--- config.mk ---
export PLATFORM = sky130hd
export DESIGN_NAME = rect_xfer_agen
export DESIGN_NICKNAME = d
export VERILOG_FILES = /design/src/rtl/rxf_pkg.sv /design/src/rtl/rxf_geom.sv /design/src/rtl/rxf_wr.sv /design/src/rtl/rxf_rd.sv /design/src/rtl/rect_xfer_agen.sv
export SDC_FILE = /design/constraint.sdc
export NUM_CORES = 1
export LEC_CHECK = 0
export ABC_AREA = 1
export BUFFER_PORTS_ARGS = -buffer_cell sky130_fd_sc_hd__buf_2
export CELL_PAD_IN_SITES_DETAIL_PLACEMENT = 0
export CELL_PAD_IN_SITES_GLOBAL_PLACEMENT = 2
export CORE_ASPECT_RATIO = 1.75
export CORE_UTILIZATION = 27
export CTS_CLUSTER_SIZE = 8
export DETAILED_ROUTE_END_ITERATION = 8
export PLACE_DENSITY_LB_ADDON = 0.05
export SLEW_MARGIN = 25
export SYNTH_ARGS = -nofsm -noshare
export SYNTH_HDL_FRONTEND = slang
export SYNTH_HIERARCHICAL = 1
export SYNTH_SLANG_ARGS = --single-unit
export TNS_END_PERCENT = 5
--- constraint.sdc ---
create_clock -name clk_i -period 2.53 [get_ports clk_i]
set_input_delay 0.1265 -clock clk_i [delete_from_list [all_inputs] [get_ports clk_i]]
set_output_delay 0.1265 -clock clk_i [all_outputs]
set_load 0.02 [all_outputs]
--- src/rtl/rxf_pkg.sv ---
package rxf_pkg;
  typedef enum logic {
    DIR_WR = 1'b0,
    DIR_RD = 1'b1
  } xfer_dir_e;
endpackage

--- src/rtl/rxf_geom.sv ---
module rxf_geom
  import rxf_pkg::*;
#(
  parameter int XW = 10,
  parameter int YW = 9,
  parameter int DW = 32
) (
  input  logic             clk_i,
  input  logic             rst_ni,
  input  logic             start_i,
  input  xfer_dir_e        dir_i,
  input  logic [DW-1:0]    pos_i,
  input  logic [DW-1:0]    size_i,
  input  logic             step_i,
  output logic             active_o,
  output xfer_dir_e        dir_o,
  output logic [XW+YW-1:0] addr_o,
  output logic             last_o,
  output logic             done_o
);
  localparam int YLSB = DW / 2;

  logic            act_q, done_q;
  xfer_dir_e       dir_q;
  logic [XW-1:0]   x0_q, off_q, wm1_q, col;
  logic [YW-1:0]   y_q, rem_q;
  logic            row_end;

  logic unused_fields;
  assign unused_fields = ^{pos_i[DW-1:YLSB+YW], pos_i[YLSB-1:XW],
                           size_i[DW-1:YLSB+YW], size_i[YLSB-1:XW]};

  assign col      = x0_q + off_q;
  assign row_end  = (off_q == wm1_q);
  assign last_o   = act_q & row_end & (rem_q == '0);
  assign addr_o   = {y_q, col};
  assign active_o = act_q;
  assign dir_o    = dir_q;
  assign done_o   = done_q;

  always_ff @(posedge clk_i or negedge rst_ni) begin
    if (!rst_ni) begin
      act_q  <= 1'b0;
      dir_q  <= DIR_WR;
      x0_q   <= '0;
      off_q  <= '0;
      wm1_q  <= '0;
      y_q    <= '0;
      rem_q  <= '0;
      done_q <= 1'b0;
    end else begin
      done_q <= step_i & last_o & ~start_i;
      if (start_i) begin
        act_q <= 1'b1;
        dir_q <= dir_i;
        x0_q  <= pos_i[XW-1:0];
        y_q   <= pos_i[YLSB +: YW];
        // field minus one, wrapped: zero encodes the full span
        wm1_q <= size_i[XW-1:0] - 1'b1;
        rem_q <= size_i[YLSB +: YW] - 1'b1;
        off_q <= '0;
      end else if (step_i && act_q) begin
        if (row_end) begin
          off_q <= '0;
          y_q   <= y_q + 1'b1;
          if (rem_q == '0) act_q <= 1'b0;
          else             rem_q <= rem_q - 1'b1;
        end else begin
          off_q <= off_q + 1'b1;
        end
      end
    end
  end
endmodule

--- src/rtl/rxf_wr.sv ---
module rxf_wr #(
  parameter int PW = 16
) (
  input  logic          clk_i,
  input  logic          rst_ni,
  input  logic          clr_i,
  input  logic          en_i,
  input  logic          wvalid_i,
  input  logic [2*PW-1:0] wdata_i,
  input  logic          gnt_i,
  input  logic          last_i,
  output logic          req_o,
  output logic [PW-1:0] pix_o,
  output logic          wready_o,
  output logic          step_o
);
  logic [1:0][PW-1:0] lanes;
  logic               hi_q;

  assign lanes    = wdata_i;
  assign req_o    = en_i & wvalid_i;
  assign step_o   = req_o & gnt_i;
  assign pix_o    = lanes[hi_q];
  assign wready_o = step_o & (hi_q | last_i);

  always_ff @(posedge clk_i or negedge rst_ni) begin
    if (!rst_ni)      hi_q <= 1'b0;
    else if (clr_i)   hi_q <= 1'b0;
    else if (step_o)  hi_q <= last_i ? 1'b0 : ~hi_q;
  end
endmodule

--- src/rtl/rxf_rd.sv ---
module rxf_rd #(
  parameter int PW = 16
) (
  input  logic            clk_i,
  input  logic            rst_ni,
  input  logic            clr_i,
  input  logic            en_i,
  input  logic            gnt_i,
  input  logic [PW-1:0]   pix_i,
  input  logic            last_i,
  input  logic            rready_i,
  output logic            req_o,
  output logic            step_o,
  output logic [2*PW-1:0] rdata_o,
  output logic            rvalid_o
);
  logic               hi_q, vld_q;
  logic [1:0][PW-1:0] word_q;

  assign req_o    = en_i & ~vld_q;
  assign step_o   = req_o & gnt_i;
  assign rdata_o  = word_q;
  assign rvalid_o = vld_q;

  always_ff @(posedge clk_i or negedge rst_ni) begin
    if (!rst_ni) begin
      hi_q  <= 1'b0;
      vld_q <= 1'b0;
    end else if (clr_i) begin
      hi_q  <= 1'b0;
      vld_q <= 1'b0;
    end else begin
      if (vld_q && rready_i) vld_q <= 1'b0;
      if (step_o) begin
        if (hi_q || last_i) vld_q <= 1'b1;
        hi_q <= last_i ? 1'b0 : ~hi_q;
      end
    end
  end

  for (genvar l = 0; l < 2; l++) begin : g_lane
    logic load, zero;
    assign load = step_o && (hi_q == l[0]);
    // odd tail: upper lane cleared when the last pixel lands low
    assign zero = (l == 1) && step_o && !hi_q && last_i;
    always_ff @(posedge clk_i or negedge rst_ni) begin
      if (!rst_ni)   word_q[l] <= '0;
      else if (load) word_q[l] <= pix_i;
      else if (zero) word_q[l] <= '0;
    end
  end
endmodule

--- src/rtl/rect_xfer_agen.sv ---
module rect_xfer_agen
  import rxf_pkg::*;
#(
  parameter int XW = 10,
  parameter int YW = 9,
  parameter int PW = 16
) (
  input  logic             clk_i,
  input  logic             rst_ni,
  input  logic             start_i,
  input  logic [2*PW-1:0]  start_pos_i,
  input  logic [2*PW-1:0]  start_size_i,
  input  logic             start_rd_i,
  input  logic [2*PW-1:0]  wdata_i,
  input  logic             wvalid_i,
  output logic             wready_o,
  output logic [2*PW-1:0]  rdata_o,
  output logic             rvalid_o,
  input  logic             rready_i,
  output logic             mem_req_o,
  output logic             mem_we_o,
  output logic [XW+YW-1:0] mem_addr_o,
  output logic [PW-1:0]    mem_wdata_o,
  input  logic             mem_gnt_i,
  input  logic [PW-1:0]    mem_rdata_i,
  output logic             busy_o,
  output logic             done_o
);
  localparam int DW = 2 * PW;

  xfer_dir_e dir_in, dir;
  logic      active, last, step;
  logic      en_wr, en_rd;
  logic      wr_req, wr_step, rd_req, rd_step;

  assign dir_in = start_rd_i ? DIR_RD : DIR_WR;
  assign en_wr  = active & (dir == DIR_WR);
  assign en_rd  = active & (dir == DIR_RD);
  assign step   = wr_step | rd_step;

  rxf_geom #(.XW(XW), .YW(YW), .DW(DW)) u_geom (
    .clk_i   (clk_i),
    .rst_ni  (rst_ni),
    .start_i (start_i),
    .dir_i   (dir_in),
    .pos_i   (start_pos_i),
    .size_i  (start_size_i),
    .step_i  (step),
    .active_o(active),
    .dir_o   (dir),
    .addr_o  (mem_addr_o),
    .last_o  (last),
    .done_o  (done_o)
  );

  rxf_wr #(.PW(PW)) u_wr (
    .clk_i   (clk_i),
    .rst_ni  (rst_ni),
    .clr_i   (start_i),
    .en_i    (en_wr),
    .wvalid_i(wvalid_i),
    .wdata_i (wdata_i),
    .gnt_i   (mem_gnt_i),
    .last_i  (last),
    .req_o   (wr_req),
    .pix_o   (mem_wdata_o),
    .wready_o(wready_o),
    .step_o  (wr_step)
  );

  rxf_rd #(.PW(PW)) u_rd (
    .clk_i   (clk_i),
    .rst_ni  (rst_ni),
    .clr_i   (start_i),
    .en_i    (en_rd),
    .gnt_i   (mem_gnt_i),
    .pix_i   (mem_rdata_i),
    .last_i  (last),
    .rready_i(rready_i),
    .req_o   (rd_req),
    .step_o  (rd_step),
    .rdata_o (rdata_o),
    .rvalid_o(rvalid_o)
  );

  assign mem_req_o = wr_req | rd_req;
  assign mem_we_o  = en_wr;
  assign busy_o    = active | rvalid_o;
endmodule

; Word level (Yosys, flattened, before mapping)
; Cells that the tools add are included.
[word_totals]
reg_bits = 86
input_bits = 119
output_inout_bits = 73
word_cells = 89
[classes]
addsub = 6
magnitude_cmp = 1
eq_ne = 2
muxes = 29
bitwise = 20
reduce_logical = 18
[op_table]
columns = cell, count
row1 = two-way mux 16 bit, 4
row2 = two-way mux 9 bit, 7
row3 = two-way mux 10 bit, 3
row4 = "subtractor 9 x 1 -> 9 bit, second input constant", 2
row5 = two-way mux 1 bit, 15
row6 = nonzero test 2 bit, 6
row7 = AND 1 bit, 11
row8 = "adder 10 x 1 -> 10 bit, second input constant", 1
row9 = adder 10 bit, 1
row10 = equality test 10 bit, 1
row11 = "subtractor 10 x 1 -> 10 bit, second input constant", 1
row12 = "adder 9 x 1 -> 9 bit, second input constant", 1
row13 = zero test 9 bit, 1
row14 = logical AND 1 bit, 6
row15 = AND reduction 3 bit, 2
row16 = inverter 1 bit, 5
row17 = OR 1 bit, 4
row18 = "< comparator 1 x 2 -> 1 bit, second input constant", 1
row19 = "!= test 2 bit, second input constant", 1
row20 = AND reduction 2 bit, 1
row21 = zero test 1 bit, 1
row22 = logical OR 1 bit, 1

; Logic depth before layout (Yosys ltp)
; Gate-level depths: netlist of the first run.
[depth]
ltp_word = 8
ltp_mapped = 16
mapped_depth_nobuf = 16

; Cells and area by module
; Netlist of the first run, hierarchy kept.
[by_module_without_submodules]
columns = module, n_inst, cells_each, area_each_um2, seq_area_each_um2
row1 = rxf_geom, 1, 524, 3538.4, 1276.2
row2 = rxf_rd, 1, 159, 1481.4, 850.8
row3 = rxf_wr, 1, 64, 310.3, 25.0
row4 = rect_xfer_agen, 1, 12, 47.5, 0.0

; Least setup slack after synthesis of the first run
; Ideal clock, no wire load.
[synth_timing]
path_type = register -> output
start = register u_geom.off_q[0]
end = output mem_addr_o[6]
t_arrival_ns = 1.974
required_ns = 2.404
slack_ns = 0.430
path_stages_with_launch = 8
path_buffers = 0
path_cell_list = dfrtp_1 ha_1 inv_1 fa_1 o21ai_0 nand2_1 o21ai_0 xor2_1
[synth_between]
elab_chain_cells = 1
[synth_rtl]
columns = item, line_no
row1 = from (decl), rxf_geom.sv:25  ; logic [XW-1:0] x0_q, off_q, wm1_q, col;
row2 = from (signal assigned), rxf_geom.sv:69  ; off_q <= off_q + 1'b1;
row3 = adder 10 bit, rxf_geom.sv:33  ; assign col = x0_q + off_q;
row4 = to (decl), rect_xfer_agen.sv:22  ; output logic [XW+YW-1:0] mem_addr_o,
; No other way between the ends.

; Final worst setup path of the first run
; Ends and elaborated chain as after synthesis.

==> results of run 1 <==
-- logic make-up (layout without fill, tap and decap cells) --
| kind of cell | count (synthesis) | count (layout) |
|---|---|---|
| AOI/OAI and AO/OA | 46 | 46 |
| xor gates and xnor gates | 24 | 24 |
| adders and majority gates | 14 | 14 |
| buffers and inverters | 112 | 293 |
| DFF | 86 | 86 |
| and+or+nand+nor | 477 | 477 |
-- worst register-to-register path, cell delays in order, from the launching register on --
cell     delay [ps]
dfrtp_1         480
inv_2            90
nand2_1          60
nand2_1          50
nor2_1          150
nand3_1         170
nor2_1          160
inv_1            80
nor2_1          160
inv_1            70
nand2_2          80
nand3_4         210
nand2_1         150
nand2_1          60
-- how the worst min path moves through the flow --
stage	from	to	cells after the start
final	rready_i	u_rd/rvalid_o	4
after global routing	rready_i	u_rd/rvalid_o	4
after CTS	rready_i	u_rd/rvalid_o	4
after detailed placement	rst_ni	u_geom/y_q[5]	1
after global placement	rst_ni	u_geom/y_q[6]	1
after floorplan	rst_ni	u_geom/active_o	0
-- routing by layer --
layer	vias to the layer above	global-route usage (%)	part of all wire (%)	routed length (um)
met5	-	0	0.058	10
met4	2	7.12	2.2	369
met3	24	3.18	3.6	610
met2	116	32.7	56	9530
met1	2476	18.6	39	6620
li1	2737	-	-	-
-- report_power, final --
part | switching (mW) | total, mW | internal (mW)
registers | 0.191 | 1.82 | 1.62
logic | 0.939 | 1.44 | 0.502
clock network | 0.568 | 1.34 | 0.768
-- synthesized netlist by cell type --
| library cell | count | share of area, % |
|---|---|---|
| o21ai_2 | 1 | 0.16 |
| o21ai_0 | 21 | 2.0 |
| ha_1 | 13 | 3.0 |
| inv_6 | 1 | 0.16 |
| a22oi_1 | 3 | 0.42 |
| a21o_1 | 3 | 0.42 |
| dfrtp_1 | 86 | 40 |
| clkbuf_8 | 1 | 0.26 |
| nand3_1 | 43 | 4.0 |
| o21bai_4 | 1 | 0.35 |
| nor2_2 | 3 | 0.35 |
| inv_1 | 77 | 5.4 |
| nor3_2 | 2 | 0.37 |
| a21oi_1 | 8 | 0.74 |
| nand4_1 | 38 | 4.4 |
| a21oi_2 | 1 | 0.16 |
| xor2_1 | 19 | 3.1 |
| xnor2_1 | 5 | 0.81 |
| nand2_1 | 327 | 23 |
| o22ai_1 | 2 | 0.23 |
| buf_2 | 14 | 1.3 |
| buf_4 | 5 | 0.70 |
| or2_2 | 1 | 0.12 |
| or2_1 | 1 | 0.12 |
| nor2_8 | 1 | 0.37 |
| nand4_2 | 1 | 0.23 |
| nand3_4 | 2 | 0.65 |
| nand2_2 | 9 | 1.0 |
| o21bai_1 | 2 | 0.28 |
| buf_6 | 4 | 0.84 |
| nor2_1 | 46 | 3.2 |
| fa_1 | 1 | 0.37 |
| inv_8 | 1 | 0.21 |
| o31ai_1 | 1 | 0.14 |
| a31oi_1 | 3 | 0.35 |
| buf_1 | 2 | 0.14 |
| nor3_1 | 3 | 0.28 |
| clkbuf_1 | 3 | 0.21 |
| inv_2 | 4 | 0.28 |
-- flip-flops by register name, summed over array words and instances, names as in the netlist --
name and flops:
u_geom/x0_q 10, u_rd/rdata_o 32, u_geom/dir_o 1, u_geom/y_q 9, u_geom/rem_q 9, u_geom/done_o 1, u_rd/rvalid_o 1, u_wr/hi_q 1
u_rd/hi_q 1, u_geom/off_q 10, u_geom/active_o 1, u_geom/wm1_q 10
-- through the flow --
step / utilization (%) / power, mW / std cells / area, um2 / hold WS [ps]
after floorplan: - / 2.73 / 759 / 5380 / -169
after global placement: 32.9 / 3.27 / 1157 / 6470 / 194
after detailed placement: 32.9 / 3.28 / 1157 / 6470 / 205
after CTS: 35.0 / 4.68 / 1185 / 6880 / 9.22
after global routing: 35.1 / 4.92 / 1185 / 6900 / 34.4
final: 35.1 / 4.59 / 1185 / 6900 / 32.5
-- final cells by class --
cell class | instances | area (um2) | share of cell area (%)
clock buffer | 11 | 233 | 3.38
clock inverter | 5 | 60.1 | 0.871
inverter | 83 | 324 | 4.70
multi-input combinational | 561 | 2730 | 39.6
sequential | 86 | 2160 | 31.3
tap | 245 | 307 | 4.45
timing repair buffer | 194 | 1090 | 15.8
-- what timing repair did --
item / CTS / global route
setup endpoints to repair: 2 / 5
hold endpoints to repair: 54 / 0
hold buffers: 12 / 0
gates resized for setup: 1 / 7
pin swaps: 0 / 0
==> metrics.txt, run 1 <==
CP delay by family, top adder cells; Max-Cap Viols 0; Fin. Hold Viols 0; Initial Util 27.4%; CTS H-Tree Depth 3; Worst-path clk slew 70 ps; largest net degree at the start of global routing 45; port bufs 165; post-synthesis xor/xnor area fraction 3.91%; synthesized instance count 759; DRT Pass-1 Iters 4; clock latency on the worst-skew pair 350 ps; CTS tree yes; hold crit path type in -> reg; R2R Path End u_rd/rdata_o[18]; drt drc 0; Final min period 2410 ps; maximum clock path buffer count 2; VDD IR-drop max 0.464 mV; crit-path max FO 2; Final HPWL DP 12.9 mm; DR iter-0 viols 135; flops & latches, synth 86; CP endpoint kind primary output; Inserted Clock Buffers 9; Die Ht 189 um; crit path from u_geom/off_q[0]; crit path DAT 2280 ps; Worst setup endpoint mem_addr_o[6]; I/O Pins 192; Root Buffer clkbuf_16; synth warn 6; vias 5,355; mux contribution to synthesized area 0%; initial antenna violation count 1; Routability Congestion 0.789; Slew @ Worst Pin 757 ps; first-pass GRT wire length 27.2 mm; ANT cells 0; WP depth 8; Nets 1,068; Global Route Usage Sum 17.4%; unrepaired setup endpoints after global routing no; vias in the first global route 5,388; FP Rows 68; Final ANT Viol Nets 0; Fin Setup TNS 0 ps; commonest cells after routing, fill and taps aside nand2_1 (327), buf_2 (164), dfrtp_1 (83); core area 19,700 um2; Syn Std Cell Area 5380 um2; Layout fillers 2,172; R2R Setup Slk 440 ps; Avg Inst Size Synth 7.09 um2; CP cell instances ha_2 > inv_1 > fa_1 > o21ai_2 > nand2_1 > o21ai_0 > xor2_1 > buf_2; CP required 2400 ps; count of different cell masters after synthesis 39; grt total ovfl 0; slowest CP cell fa_1; Post-CTS Setup Bufs 0; status completed; compound-cell area share of the yosys netlist 5.21%; die width 109 um; Cell Pwr Density 666 nW/um2; most common cell after layout, fill and taps aside nand2_1; f_max 415 MHz; max incr delay on CP 430 ps; share of cells above drive strength 1 24.5%; Post-Synth Simple-Gate Area 38.0%; WP buf/inv 2; Vias per Instance 4.52; pre-CTS setup slack 303 ps; RR Startpoint u_geom/off_q[3]; Leakage 3.91 nW; clk sink count 86; fin crit share 95.2%; synthesized-area fraction occupied by adder cells 3.40%; largest family of logic cells by synthesized area simple AND/OR/NAND/NOR gates; Detailed Route WL 17.1 mm; clk_skew 10.3 ps; routed wire length per instance 14.5 um; Layout area overhead 28.2%; Seq/Total Area, Yosys 40.0%; Startpoint Class register; Slew Limit Fails 0; post-route setup slack 121 ps; Syn Nets 892; Setup-failing EPs final 0; DIE AREA 20,500 um2; Setup CP Type reg -> out; Slew Limit Headroom 49.6%; R2R depth 13
Note: power is estimated with default switching activity, not from simulation.
==> run 2, diff against run 1 <==
MAX_ROUTING_LAYER = met4   (was not set)
SKIP_LAST_GASP = 1   (was not set)
==> run 2 against run 1 <==
Effect of this change:
- core utilization hardly changed
- clock skew is 1.2 ps higher
- cell area down 0.11%
- register-to-register slack worse by 60 ps
- sequential share of layout area is essentially flat
- global-route usage increased by 0.50 points
- total power about the same
- first-iteration DRC count up 4.4%
- critical path depth is the same
- clock power barely moved
- worst hold slack got worse by 1.3 ps
- flip-flop and latch count is the same
- critical endpoint unchanged
==> metrics.txt, run 2 (synthesized netlist as in run 1, its figures left out) <==
met3 Track Usage GR 2.56%; CP required 2400 ps; Layout fillers 2,172; Nets 1,068; Setup-failing EPs final 0; clk sink count 86; Worst-path clk slew 70 ps; crit-path max FO 2; commonest cells after routing, fill and taps aside nand2_1 (327), buf_2 (164), dfrtp_1 (86); grt total ovfl 0; DRT Pass-1 Iters 7; core area 19,700 um2; share of cells above drive strength 1 23.9%; routed wire length per instance 14.5 um; area occupied by multi-input gates 2720 um2; Leakage 3.92 nW; Setup CP Type reg -> out; unrepaired setup endpoints after global routing yes; Detailed Route WL 17.2 mm; hold crit path type in -> reg; vias in the first global route 5,393; CP endpoint kind primary output; Largest register FFs 32; non-filler cells, final 1,186; f_max 404 MHz; FP Rows 68; maximum clock path buffer count 2; GR Util met1 18.9%; gr busiest metal met2; Final ANT Viol Nets 0; register area 2150 um2; Final min period 2480 ps; Fin. Hold Viols 0; status completed; largest net degree at the start of global routing 45; clock latency on the worst-skew pair 350 ps; Fin Setup TNS 0 ps; Startpoint Class register; die width 109 um; drt drc 0; initial antenna violation count 1; DR iter-0 viols 141; Die Ht 189 um; crit path DAT 2350 ps; Cell Pwr Density 667 nW/um2; Max-Cap Viols 0; CTS H-Tree Depth 3; DIE AREA 20,500 um2; Slew Limit Headroom 48.3%; vias 5,330; Inserted Clock Buffers 9; fin crit share 97.9%; port bufs 165; Global Route Usage Sum 17.9%; Routability Congestion 0.800; Slew @ Worst Pin 776 ps; I/O Pins 192; Slew Limit Fails 0; CTS tree yes; Root Buffer clkbuf_16; Layout area overhead 28.1%; Vias per Instance 4.49; VDD IR-drop max 0.464 mV; grt met2 use 32.7%; WHS 31.2 ps; most common cell after layout, fill and taps aside nand2_1; first-pass GRT wire length 27.2 mm; Placed Instances 1,157; Final HPWL DP 12.9 mm; Initial Util 27.4%; clk_skew 11.5 ps
run 2: cell types whose count changed in the layout (fill, tap and decap cells not counted), sizes merged:
cell | previous run | this run
diode | 0 | 1
run 2: layout make-up:
| class | instances | share of cell area [%] |
|---|---|---|
| Multi-Input combinational cell | 561 | 39.5 |
| Tap cell | 245 | 4.45 |
| Antenna cell | 1 | 0.0363 |
| Clock buffer | 11 | 3.38 |
| Clock inverter | 5 | 0.872 |
| Sequential cell | 86 | 31.2 |
| Inverter | 83 | 4.70 |
| Timing Repair Buffer | 194 | 15.8 |
run 2: critical path: stages (launching register included):
cell,delay (ps)
dfrtp_1,360
ha_1,210
inv_1,90
fa_1,420
o21ai_1,230
nand2_1,140
o21ai_0,220
xor2_1,160
buf_2,180
run 2: layer usage:
layer	up-vias	routed length [um]
li1	2746	-
met1	2457	6850
met2	104	9470
met3	23	487
met4	0	408
met5	-	0
run 2: where the power goes:
group	switching (mW)	internal (mW)
clock	0.570	0.768
combinational	0.938	0.501
sequential	0.193	1.62
total	1.70	2.89
run 2: worst paths after layout:
path,startpoint,end,slack [ps],cells after the start
worst max-delay path,u_geom/off_q[0],mem_addr_o[6],50,8
worst min-delay path,rready_i,u_rd/rvalid_o,30,4
worst max register to register,u_geom/off_q[2],u_rd/rdata_o[18],380,13
worst min register to register,u_rd/rdata_o[14],u_rd/rdata_o[14],470,2
max in group asynchronous,rst_ni,u_geom/x0_q[5],1490,3
min in group asynchronous,rst_ni,u_geom/y_q[5],350,2
run 2: stage by stage:
step	total power, mW	instance area, um2	setup WS [ps]	util, %
floorplan	2.73	5380	430	-
global placement	3.27	6470	322	32.9
detailed placement	3.28	6470	303	32.9
CTS	4.68	6880	9.01	35.0
global route	4.91	6890	-63.4	35.0
finish	4.59	6890	53.2	35.0
run 2: timing repair:
action | CTS | global route
hold endpoints to repair | 54 | 0
endpoints found under the setup margin | 2 | 5
buffers inserted | 0 | 0
hold buffers | 12 | 0
resized for setup | 1 | 2
pin swaps | 0 | 0
==> run 3, diff against run 2 <==
==> constraint.sdc (replaced) <==
create_clock -name clk_i -period 2.53 [get_ports clk_i]
set_input_delay 0.3795 -clock clk_i [delete_from_list [all_inputs] [get_ports clk_i]]
set_output_delay 0.3795 -clock clk_i [all_outputs]
set_load 0.02 [all_outputs]
==> run 3 against run 2 <==
Effect of this change:
- worst setup slack worse by 18 ps
- clock skew shrank 1.0 ps
- via count is 0.17% higher
- fmax is 0.71% lower
- sequential power barely moved
- sequential share of layout area rose by 0.34 points
- non-clock buffer count down 9
- cell area decreased by 0.84%
- first-iteration DRC count increased by 53%
- cell count shrank 0.59%
- critical path type unchanged
- register-to-register slack better by 130 ps
- largest power group unchanged
==> metrics.txt, run 3 (synthesized netlist as in run 1, its figures left out) <==
Post-DP Area 6480 um2; DR iter-0 viols 216; clk sink count 86; routed wire length per instance 14.8 um; Nets 1,059; Final ANT Viol Nets 0; f_max 401 MHz; Slew Limit Headroom 48.7%; most common cell after layout, fill and taps aside nand2_1; share of cells above drive strength 1 25.7%; post-route setup slack 35.5 ps; hold crit path type in -> reg; CP endpoint kind primary output; fin crit share 98.6%; GR Util met1 19.7%; crit-path max FO 2; maximum clock path buffer count 2; Initial Util 27.4%; R2R depth 14; met3 Track Usage GR 3.80%; core area 19,700 um2; die width 109 um; Final min period 2490 ps; clock power share 29.4%; Max-Cap Viols 0; first-pass GRT wire length 27.8 mm; Global Route Usage Sum 18.4%; Fin. Hold Viols 0; P_sw 1.72 mW; Cell Pwr Density 679 nW/um2; CTS tree yes; fin util 34.8%; Slew @ Worst Pin 770 ps; drt drc 0; sw frac 37.1%; status completed; vias 5,339; Startpoint Class register; grt met2 use 32.6%; Internal Pwr Total 2.91 mW; Final HPWL DP 13.1 mm; Fin Setup TNS 0 ps; grt total ovfl 0; Post-CTS Setup Bufs 0; commonest cells after routing, fill and taps aside nand2_1 (326), buf_2 (163), dfrtp_1 (82); DRT Pass-1 Iters 7; I/O Pins 192; gr busiest metal met2; unrepaired setup endpoints after global routing yes; Comb power frac 31.6%; Largest register FFs 32; Layout area overhead 27.0%; Routability Congestion 0.812; FP Rows 68; clock latency on the worst-skew pair 360 ps; Setup-failing EPs final 0; crit path DAT 2110 ps; Root Buffer clkbuf_16; slowest CP cell fa_2; Setup CP Type reg -> out; worst hold path depth 3; final instance area 6830 um2; sequential share of power 39.0%; max incr delay on CP 380 ps; Detailed Route WL 17.5 mm; Die Ht 189 um; port bufs 165; pre-CTS setup slack 77.9 ps; DIE AREA 20,500 um2; CP required 2150 ps; initial antenna violation count 4; Inserted Clock Buffers 9; CTS H-Tree Depth 3; CP cell instances ha_2 > inv_1 > fa_2 > o21ai_2 > nand2_2 > nor3_2 > nor2_1 > nand2_1 > nand2_1 > buf_2; Vias per Instance 4.53; largest net degree at the start of global routing 58; VDD IR-drop max 0.384 mV; vias in the first global route 5,299; Leakage 3.88 nW; Most Frequent Cell on Critical Path nand2_1; clk_skew 10.4 ps; Slew Limit Fails 0; Worst-path clk slew 60 ps
==> run 3: cell count changes in the layout (fill, tap and decap cells not counted), moves of 2 or more <==
cell	previous run	this run
dlygate4sd3_1	12	1
dfrtp_2	0	4
clkinv_4	2	0
buf_4	17	20
o21ai_2	1	4
diode_2	1	4
o21ai_1	2	0
dfrtp_1	86	82
==> run 3: worst max-delay path, delay by kind of cell, from the launching register on <==
family	cells	cell delay, ps
adder cells (fa/ha/maj)	2	580
AND/OR/NAND/NOR	5	410
flip-flops	1	360
AO/OA/AOI/OAI	1	180
buffers and inverters	2	230
==> run 3: layout make-up <==
| type | instances | area (um2) |
|---|---|---|
| fillers | 2154 | 12800 |
| flip-flops and latches | 86 | 2160 |
| repair buffers | 185 | 996 |
| clock buffers | 11 | 243 |
| well taps | 245 | 307 |
| diodes | 4 | 10.0 |
| inverters | 83 | 324 |
| clock inverters | 4 | 47.5 |
| multi-input cells | 561 | 2750 |
==> run 3: through the flow <==
step,total power [mW],instances,hold WS [ps]
2_1_floorplan,2.73,759,83.9
3_3_place_gp,3.29,1159,356
3_5_place_dp,3.30,1159,362
4_1_cts,4.71,1175,214
5_1_grt,4.96,1179,223
6_report,4.63,1179,222
==> run 3: layer usage <==
| layer | part of all wire [%] | routed length (um) | up-vias |
|---|---|---|---|
| met1 | 40 | 6940 | 2512 |
| met2 | 55 | 9600 | 95 |
| met4 | 1.9 | 337 | 0 |
| met5 | 0 | 0 | - |
| met3 | 3.4 | 586 | 17 |
| li1 | - | - | 2715 |
==> run 3: power groups by stage <==
stage | clock network, mW | logic [mW] | registers [mW]
2_1_floorplan | 0 | 0.717 | 2.01
3_3_place_gp | 0 | 1.46 | 1.83
3_5_place_dp | 0 | 1.47 | 1.83
4_1_cts | 1.42 | 1.48 | 1.81
5_1_grt | 1.48 | 1.64 | 1.85
6_report | 1.36 | 1.47 | 1.81
==> run 3: repair_timing <==
action	in CTS	in global routing
pin swaps	0	1
hold buffers	1	0
cloned	0	0
endpoints found under the hold margin	29	0
setup endpoints to repair	5	6
gates resized for setup	6	11
==> run 3: worst paths after layout <==
check	to	slack (ps)	from
setup / recovery	mem_addr_o[8]	40	u_geom/x0_q[0]
hold / removal	u_geom/x0_q[6]	220	start_pos_i[6]
setup reg to reg	u_rd/rdata_o[31]	510	u_geom/off_q[0]
hold reg to reg	u_rd/rdata_o[16]	470	u_rd/rdata_o[16]
max in group asynchronous	u_geom/off_q[6]	1340	rst_ni
min in group asynchronous	u_geom/y_q[6]	510	rst_ni
